## src/rtl/qpipe_pkg.sv

```systemverilog
package qpipe_pkg;

  // Number of register-separated stages in the evaluator.
  localparam int unsigned PIPE_DEPTH = 3;

  // Width of an exact signed product.
  function automatic int unsigned prod_w(input int unsigned wa, input int unsigned wb);
    return wa + wb;
  endfunction

  // Width of an exact signed sum of two operands.
  function automatic int unsigned sum_w(input int unsigned wa, input int unsigned wb);
    return ((wa > wb) ? wa : wb) + 1;
  endfunction

endpackage

```

## src/rtl/qpipe_rst_sync.sv

```systemverilog
module qpipe_rst_sync #(
  parameter int unsigned STAGES = 2
) (
  input  logic clk,
  input  logic rst_ni,
  output logic rst_no
);

  logic [STAGES-1:0] sync_q;
  logic [STAGES-1:0] sync_d;

  generate
    if (STAGES == 1) begin : g_one
      always_comb sync_d = 1'b1;
    end else begin : g_chain
      always_comb sync_d = {sync_q[STAGES-2:0], 1'b1};
    end
  endgenerate

  always_ff @(posedge clk or negedge rst_ni) begin
    if (!rst_ni) begin
      sync_q <= '0;
    end else begin
      sync_q <= sync_d;
    end
  end

  assign rst_no = sync_q[STAGES-1];

endmodule

```

## src/rtl/qpipe_coef_regs.sv

```systemverilog
module qpipe_coef_regs #(
  parameter int unsigned CW = 16
) (
  input  logic                 clk,
  input  logic                 rst_n,
  input  logic                 load_i,
  input  logic signed [CW-1:0] a_i,
  input  logic signed [CW-1:0] b_i,
  input  logic signed [CW-1:0] c_i,
  output logic signed [CW-1:0] a_o,
  output logic signed [CW-1:0] b_o,
  output logic signed [CW-1:0] c_o
);

  logic signed [CW-1:0] a_d, b_d, c_d;

  always_comb begin
    a_d = a_o;
    b_d = b_o;
    c_d = c_o;
    if (load_i) begin
      a_d = a_i;
      b_d = b_i;
      c_d = c_i;
    end
  end

  always_ff @(posedge clk or negedge rst_n) begin
    if (!rst_n) begin
      a_o <= '0;
      b_o <= '0;
      c_o <= '0;
    end else begin
      a_o <= a_d;
      b_o <= b_d;
      c_o <= c_d;
    end
  end

endmodule

```

## src/rtl/qpipe_valid_pipe.sv

```systemverilog
module qpipe_valid_pipe #(
  parameter int unsigned DEPTH = 3
) (
  input  logic             clk,
  input  logic             rst_n,
  input  logic             vin_i,
  output logic [DEPTH-1:0] v_o
);

  logic [DEPTH-1:0] v_d;

  generate
    if (DEPTH == 1) begin : g_single
      always_comb v_d = vin_i;
    end else begin : g_shift
      always_comb v_d = {v_o[DEPTH-2:0], vin_i};
    end
  endgenerate

  always_ff @(posedge clk or negedge rst_n) begin
    if (!rst_n) begin
      v_o <= '0;
    end else begin
      v_o <= v_d;
    end
  end

endmodule

```

## src/rtl/qpipe_stage1.sv

```systemverilog
// First cut: square of x, b times x, and a snapshot of a and c for later stages.
module qpipe_stage1 #(
  parameter int unsigned XW  = 16,
  parameter int unsigned CW  = 16,
  parameter int unsigned SQW = 32,
  parameter int unsigned BXW = 32
) (
  input  logic                  clk,
  input  logic                  en_i,
  input  logic signed [XW-1:0]  x_i,
  input  logic signed [CW-1:0]  a_i,
  input  logic signed [CW-1:0]  b_i,
  input  logic signed [CW-1:0]  c_i,
  output logic signed [SQW-1:0] sq_o,
  output logic signed [BXW-1:0] bx_o,
  output logic signed [CW-1:0]  a_o,
  output logic signed [CW-1:0]  c_o
);

  logic signed [SQW-1:0] sq_d;
  logic signed [BXW-1:0] bx_d;

  always_comb begin
    sq_d = SQW'(x_i) * SQW'(x_i);
    bx_d = BXW'(b_i) * BXW'(x_i);
  end

  always_ff @(posedge clk) begin
    if (en_i) begin
      sq_o <= sq_d;
      bx_o <= bx_d;
      a_o  <= a_i;
      c_o  <= c_i;
    end
  end

endmodule

```

## src/rtl/qpipe_stage2.sv

```systemverilog
// Second cut: scale the square by a, fold c into b*x.
module qpipe_stage2 #(
  parameter int unsigned CW   = 16,
  parameter int unsigned SQW  = 32,
  parameter int unsigned BXW  = 32,
  parameter int unsigned AXW  = 48,
  parameter int unsigned BXCW = 33
) (
  input  logic                   clk,
  input  logic                   en_i,
  input  logic signed [SQW-1:0]  sq_i,
  input  logic signed [BXW-1:0]  bx_i,
  input  logic signed [CW-1:0]   a_i,
  input  logic signed [CW-1:0]   c_i,
  output logic signed [AXW-1:0]  ax2_o,
  output logic signed [BXCW-1:0] bxc_o
);

  logic signed [AXW-1:0]  ax2_d;
  logic signed [BXCW-1:0] bxc_d;

  always_comb begin
    ax2_d = AXW'(a_i) * AXW'(sq_i);
    bxc_d = BXCW'(bx_i) + BXCW'(c_i);
  end

  always_ff @(posedge clk) begin
    if (en_i) begin
      ax2_o <= ax2_d;
      bxc_o <= bxc_d;
    end
  end

endmodule

```

## src/rtl/qpipe_stage3.sv

```systemverilog
// Final cut: one wide addition into the output register.
module qpipe_stage3 #(
  parameter int unsigned AXW  = 48,
  parameter int unsigned BXCW = 33,
  parameter int unsigned YW   = 49
) (
  input  logic                   clk,
  input  logic                   rst_n,
  input  logic                   en_i,
  input  logic signed [AXW-1:0]  ax2_i,
  input  logic signed [BXCW-1:0] bxc_i,
  output logic signed [YW-1:0]   y_o
);

  logic signed [YW-1:0] y_d;

  always_comb begin
    y_d = y_o;
    if (en_i) begin
      y_d = YW'(ax2_i) + YW'(bxc_i);
    end
  end

  always_ff @(posedge clk or negedge rst_n) begin
    if (!rst_n) begin
      y_o <= '0;
    end else begin
      y_o <= y_d;
    end
  end

endmodule

```

## src/rtl/quad_stream_eval.sv

```systemverilog
module quad_stream_eval #(
  parameter  int unsigned XW = 16,
  parameter  int unsigned CW = 16,
  localparam int unsigned YW = 2 * XW + CW + 1
) (
  input  logic                 clk,
  input  logic                 rst_n,
  input  logic                 coef_we,
  input  logic signed [CW-1:0] coef_a,
  input  logic signed [CW-1:0] coef_b,
  input  logic signed [CW-1:0] coef_c,
  input  logic                 in_valid,
  input  logic signed [XW-1:0] x_in,
  output logic                 out_valid,
  output logic signed [YW-1:0] y_out
);

  import qpipe_pkg::*;

  localparam int unsigned DEPTH = PIPE_DEPTH;
  localparam int unsigned SQW   = prod_w(XW, XW);
  localparam int unsigned BXW   = prod_w(CW, XW);
  localparam int unsigned AXW   = prod_w(CW, SQW);
  localparam int unsigned BXCW  = sum_w(BXW, CW);

  logic                   rst_q_n;
  logic signed [CW-1:0]   coef_a_q, coef_b_q, coef_c_q;
  logic [DEPTH-1:0]       vld_q;
  logic signed [SQW-1:0]  s1_sq;
  logic signed [BXW-1:0]  s1_bx;
  logic signed [CW-1:0]   s1_a, s1_c;
  logic signed [AXW-1:0]  s2_ax2;
  logic signed [BXCW-1:0] s2_bxc;

  qpipe_rst_sync #(.STAGES(2)) rst_sync_i (
    .clk    (clk),
    .rst_ni (rst_n),
    .rst_no (rst_q_n)
  );

  qpipe_coef_regs #(.CW(CW)) coef_i (
    .clk    (clk),
    .rst_n  (rst_q_n),
    .load_i (coef_we),
    .a_i    (coef_a),
    .b_i    (coef_b),
    .c_i    (coef_c),
    .a_o    (coef_a_q),
    .b_o    (coef_b_q),
    .c_o    (coef_c_q)
  );

  qpipe_valid_pipe #(.DEPTH(DEPTH)) vld_i (
    .clk   (clk),
    .rst_n (rst_q_n),
    .vin_i (in_valid),
    .v_o   (vld_q)
  );

  qpipe_stage1 #(.XW(XW), .CW(CW), .SQW(SQW), .BXW(BXW)) st1_i (
    .clk  (clk),
    .en_i (in_valid),
    .x_i  (x_in),
    .a_i  (coef_a_q),
    .b_i  (coef_b_q),
    .c_i  (coef_c_q),
    .sq_o (s1_sq),
    .bx_o (s1_bx),
    .a_o  (s1_a),
    .c_o  (s1_c)
  );

  qpipe_stage2 #(.CW(CW), .SQW(SQW), .BXW(BXW), .AXW(AXW), .BXCW(BXCW)) st2_i (
    .clk   (clk),
    .en_i  (vld_q[0]),
    .sq_i  (s1_sq),
    .bx_i  (s1_bx),
    .a_i   (s1_a),
    .c_i   (s1_c),
    .ax2_o (s2_ax2),
    .bxc_o (s2_bxc)
  );

  qpipe_stage3 #(.AXW(AXW), .BXCW(BXCW), .YW(YW)) st3_i (
    .clk   (clk),
    .rst_n (rst_q_n),
    .en_i  (vld_q[1]),
    .ax2_i (s2_ax2),
    .bxc_i (s2_bxc),
    .y_o   (y_out)
  );

  assign out_valid = vld_q[DEPTH-1];

endmodule

```

## config.mk

```make
export PLATFORM = sky130hd
export DESIGN_NAME = quad_stream_eval
export DESIGN_NICKNAME = d
export VERILOG_FILES = /design/src/rtl/qpipe_pkg.sv /design/src/rtl/qpipe_rst_sync.sv /design/src/rtl/qpipe_coef_regs.sv /design/src/rtl/qpipe_valid_pipe.sv /design/src/rtl/qpipe_stage1.sv /design/src/rtl/qpipe_stage2.sv /design/src/rtl/qpipe_stage3.sv /design/src/rtl/quad_stream_eval.sv
export SDC_FILE = /design/constraint.sdc
export NUM_CORES = 2
export LEC_CHECK = 0
export ABC_AREA = 0
export BUFFER_PORTS_ARGS = -buffer_cell sky130_fd_sc_hd__buf_4
export CAP_MARGIN = 10
export CORE_MARGIN = 2
export CORE_UTILIZATION = 50
export CTS_BUF_LIST = sky130_fd_sc_hd__clkbuf_8
export CTS_CLUSTER_DIAMETER = 30
export DETAILED_ROUTE_END_ITERATION = 10
export GPL_TIMING_DRIVEN = 0
export PLACE_DENSITY_LB_ADDON = 0.25
export SLEW_MARGIN = 0
export SYNTH_ARGS = -nofsm -noshare
export SYNTH_HDL_FRONTEND = slang
export SYNTH_SLANG_ARGS = --single-unit
export TNS_END_PERCENT = 1
```

## constraint.sdc

```tcl
create_clock -name clk -period 6.05 [get_ports clk]
set_input_delay 0.605 -clock clk [delete_from_list [all_inputs] [get_ports clk]]
set_output_delay 0.605 -clock clk [all_outputs]
set_load 0.02 [all_outputs]
```

### After elaboration in Yosys (flattened, before gate mapping)

Cells that the tools add are included.

* register bits after elaboration: 279
* latch bits: 0
* memory bits (writable): 0
* ROM bits: 0
* input bits: 68
* output and inout bits: 50
* word-level logic and storage cells: 17
* memories kept: 0

* add/sub/neg operators: 2
* multipliers: 3
* divide/modulo/power cells: 0
* $lt $le $gt $ge: 0
* eq/ne operators: 0
* shift-type cells: 0
* multiplexer cells: 0
* bitwise gates (word level): 0
* reductions and logical operators: 0

Operators with widths (count)
* 16-bit by 16-bit multiplier with 32-bit output: 2
* 48-bit by 33-bit adder with 49-bit output: 1
* 16-bit by 32-bit multiplier with 48-bit output: 1
* 32-bit by 16-bit adder with 33-bit output: 1

### Logic depth before layout (Yosys ltp)

* depth in word-level cells: 1
* mapped depth: 26
* mapped depth without buffers: 24

### Cells and area by module

A second synthesis with hierarchy kept.

* cells, all modules: 5281
* area total of the unflattened synthesis: 50761.2 µm²

Modules (own cells, without submodules)
* qpipe_stage1: instances 1, cells an instance 2292, area an instance 22216.3 µm², seq. area each 2852.7 µm²
* qpipe_stage2: instances 1, cells an instance 2322, area an instance 21730.8 µm², seq. area each 2432.3 µm²
* qpipe_stage3: instances 1, cells an instance 560, area an instance 4824.6 µm², seq. area each 1226.2 µm²
* qpipe_coef_regs: instances 1, cells an instance 101, area an instance 1860.5 µm², seq. area each 1201.2 µm²
* qpipe_valid_pipe: instances 1, cells an instance 3, area an instance 75.1 µm², seq. area each 75.1 µm²
* qpipe_rst_sync: instances 1, cells an instance 3, area an instance 53.8 µm², seq. area each 50.0 µm²

### Worst setup path before layout

No wires, ideal clock.

* path kind: input to register
* from: input port x_in[3]
* to: register st1_i.sq_o[30] (data pin)
* setup time: 0.259 ns
* arrival time: 6.464 ns
* data required time: 5.791 ns
* setup slack: -0.673 ns
* stages: 23
* path buffers: 3
* path through: clkbuf_1 clkbuf_1 nand2_1 fa_1 inv_1 fa_1 fa_1 inv_1 fa_1 fa_1 inv_1 fa_1 ha_1 clkbuf_1 nand4_1 a211oi_1 a221oi_2 nor3_1 or3b_2 o2111ai_1 o22ai_1 o41a_1 xor2_1

* cells in the longest elaborated chain, start to end: 1

RTL lines
* start, declared: RTL line quad_stream_eval.sv:13 `input logic signed [XW-1:0] x_in,`
* 16-bit by 16-bit multiplier with 32-bit output: RTL line qpipe_stage1.sv:24 `sq_d = SQW'(x_i) * SQW'(x_i);`
* via st1_i.sq_d[30]: RTL line qpipe_stage1.sv:20 `logic signed [SQW-1:0] sq_d;`
* end signal, assigned: RTL line qpipe_stage1.sv:30 `sq_o <= sq_d;`
* end, declared: RTL line qpipe_stage1.sv:14 `output logic signed [SQW-1:0] sq_o,`

The timed path passes the listed nets, and every way through them passes these cells.
A chain may end at the register's enable or synchronous reset.

### Worst setup path in the final report

* from: register st1_i.a_o[4]
* to: register st2_i.ax2_o[32] (data pin)

* cells in the longest elaborated chain, start to end: 1

RTL lines
* start, declared: RTL line qpipe_stage1.sv:16 `output logic signed [CW-1:0] a_o,`
* start signal, assigned: RTL line qpipe_stage1.sv:32 `a_o <= a_i;`
* 16-bit by 32-bit multiplier with 48-bit output: RTL line qpipe_stage2.sv:23 `ax2_d = AXW'(a_i) * AXW'(sq_i);`
* via st2_i.ax2_d[32]: RTL line qpipe_stage2.sv:19 `logic signed [AXW-1:0] ax2_d;`
* end signal, assigned: RTL line qpipe_stage2.sv:29 `ax2_o <= ax2_d;`
* end, declared: RTL line qpipe_stage2.sv:15 `output logic signed [AXW-1:0] ax2_o,`

The timed path passes the listed nets, and every way through them passes these cells.

==> flow_metrics.tcl <==
set metrics [dict create \
    yosys_most_used_dff "edfxtp_1" \
    maxSlewViolCount 0 \
    clk_latency_ns 0.72 \
    mostFrequentLayoutCells "inv_1, fa_1, nand2_1" \
    yosys-top-cells-area "fa_1, edfxtp_1, ha_1" \
    timing.final.crit_share 1.10 \
    multi_input_area_mm2 0.0374 \
    antenna_left 0 \
    hold_viol_final 0 \
    violations "setup timing" \
    critPathTopFamily "adder cells" \
    hp-class "primary input to register" \
    fin_nets 6774 \
    routedWlPerCell_um 20.0 \
    grt_max_degree 76 \
    initial_utilization 0.504 \
    required_ns 6.47 \
    critPathKind "register to register" \
    totalWireLength_um 134000 \
    maxUsedRoutingLayer "met5" \
    numCtsBuffers 72 \
    tightestPinTransition_ns 0.890 \
    syn_area_mm2 0.0496 \
    grt_pass1_vias 38700 \
    final_util 0.570 \
    outcome "finished with violations" \
    rows 115 \
    die_h_um 319 \
    fin_ws_ns -0.617 \
    synth_enable_flop_cells 176 \
    critical-path-slowest-cell "fa_1" \
    clock-sinks 278 \
    clock_path_buffers 3 \
    crit_arrival_ns 7.09 \
    crit_chain "buf_6 > clkbuf_8 > buf_4 > and2_1 > fa_1 > fa_1 > ha_1 > inv_1 > fa_1 > inv_1 > fa_1 > inv_1 > fa_1 > inv_1 > ha_2 > or3_1 > a211oi_2 > nor2_2 > a41o_1 > a221o_1 > a2111oi_4 > o21ai_2 > a41oi_2 > xnor2_2" \
    skew_ns 0.0595 \
    drc 0 \
    core_area_mm2 0.0983 \
    critical_path_buf_inv_count 7 \
    dr.pass1.iters 6 \
    fin_crit_ns 6.67 \
    gr-usage-all-layers 0.273 \
    synth_seq_area_share 0.158 \
    synth_top_area_share 0.397 \
    wl_met3_um 11000 \
    io_buffers 113 \
    max_freq_mhz 150 \
    globalRouteOverflowTotal 0 \
    worstSetupStartpointType "register" \
    clk_pin_slew_ns 0.06 \
    grt_pass1_wl_um 213000 \
    synth-seq-cells 278 \
    crit_fanout 6 \
    layout-drive-gt1-share 0.130 \
    ios 118 \
    wl_met1_um 54700 \
    syn_area_per_cell_um2 9.73 \
    rsz0062_at_grt "yes" \
    placedCellCount 6504 \
    fin_cells 6712 \
    die_w_um 319 \
    endpoint_kind "register" \
    antenna_found_initial 11 \
    cap_viol_max_count 0 \
    async_reset_ff_frac 0.367 \
    cp_common_cell "fa_1" \
    h-tree-depth 3 \
    slew_headroom 0.406 \
    hpwl_um 110000 \
    regArea_mm2 0.00787 \
    holdWs_ns 0.115 \
    critPathMaxStageDelay_ns 0.52 \
    syn_inst 5092 \
    synth.distinct_cells 80 \
    synth.largest_area_cell "fa_1" \
    place_congestion 0.969 \
    dieArea_mm2 0.102 \
    root_buffer "clkbuf_8" \
    nFillCells 8612 \
    viasPerCell 5.35 \
    area_delta_synth_final_pct 13.1 \
    pre_cts_ws_ns -1.61 \
    wl_met2_um 62400 \
    final_common_cell "inv_1" \
    cts_tree "built" \
    route.vias.total 35900 \
    drt_iter0_drc 2275 \
    setup_viol 36 \
    yosys_warnings 0 \
]
==> cell families after synthesis <==
logic type,count (synthesis),synth area share
AOI/OAI and AO/OA,541,0.0731
xor gates and xnor gates,177,0.0313
adders and majority gates,1346,0.489
buffers and inverters,1383,0.105
DFF,278,0.158
muxes,89,0.0200
other,2,0.000152
and+or+nand+nor,1276,0.124
==> flip-flops by register name, summed over array words and instances, names as in the netlist <==
register and cells:
coef_i.b_o 16, st1_i.a_o 16, coef_i.c_o 16, st2_i.ax2_o 48, st3_i.y_o 49, rst_sync_i.sync_q 2
st1_i.bx_o 32, st2_i.bxc_o 33, coef_i.a_o 16, vld_i.v_o 3, st1_i.sq_o 31, st1_i.c_o 16
==> what timing repair did <==
action	in CTS	in global routing
gates resized for setup	300	78
cloned	1	0
setup buffers	61	13
endpoints found under the hold margin	2	0
hold buffers	1	0
pin swaps	28	22
endpoints found under the setup margin	55	47
==> final cells by class <==
| cell class | instances | share of cell area |
|---|---|---|
| Antenna cell | 5 | 0.000223 |
| Buffer | 175 | 0.0235 |
| Clock buffer | 81 | 0.0199 |
| Clock inverter | 53 | 0.0118 |
| Inverter | 1201 | 0.0807 |
| Multi-Input combinational cell | 3437 | 0.667 |
| Sequential cell | 278 | 0.140 |
| Tap cell | 1287 | 0.0287 |
| Timing Repair Buffer | 195 | 0.0280 |
==> metrics by stage <==
| stage | area, um2 | setup TNS, ns |
|---|---|---|
| after floorplan | 49900 | -1.77 |
| after global placement | 52300 | -52.36 |
| after detailed placement | 52500 | -54.22 |
| after CTS | 55800 | -9.09 |
| after global routing | 56000 | -19.13 |
| final | 56000 | -10.69 |
==> cells in the mapped netlist, types with 10 or more instances <==
cell type	n
nand2_1	589
nor2_1	136
and2_1	336
nor3_1	24
inv_1	1199
nand3_1	41
nand2b_1	32
nand4_1	14
o21bai_1	21
a21oi_1	167
xor2_1	47
o21ai_0	82
xnor2_1	130
mux2_2	82
a21o_1	87
a31oi_1	25
clkbuf_1	174
o211ai_1	12
or3_1	16
fa_1	982
nor2b_1	20
a211oi_1	23
edfxtp_1	176
o21a_1	22
ha_1	364
and3_1	29
a211o_1	10
dfrtp_1	102
==> worst paths after layout <==
kind,start,end,slack (ns),cells past startpoint
min in group asynchronous,rst_n,rst_sync_i.sync_q[1]$_DFF_PN0_,0.21,2
worst max-delay path,st1_i.a_o[4]$_DFFE_PP_,st2_i.ax2_o[32]$_DFFE_PP_,-0.62,24
worst max register to register,st1_i.a_o[4]$_DFFE_PP_,st2_i.ax2_o[32]$_DFFE_PP_,-0.62,24
worst min-delay path,coef_b[8],coef_i.b_o[8]$_DFFE_PN0P_,0.12,2
max in group asynchronous,rst_sync_i.sync_q[1]$_DFF_PN0_,vld_i.v_o[2]$_DFF_PN0_,5.07,1
worst min register to register,rst_sync_i.sync_q[1]$_DFF_PN0_,coef_i.c_o[3]$_DFFE_PN0P_,0.33,0
==> per-layer routing <==
layer	global-route usage	vias up
met5	0	-
met2	0.443	1257
met1	0.356	18200
met3	0.0585	303
met4	0.115	10
li1	-	16200
Power is left out: the tool's default activity adds up to more than one toggle a clock period on the data nets, which glitch-free logic cannot reach.
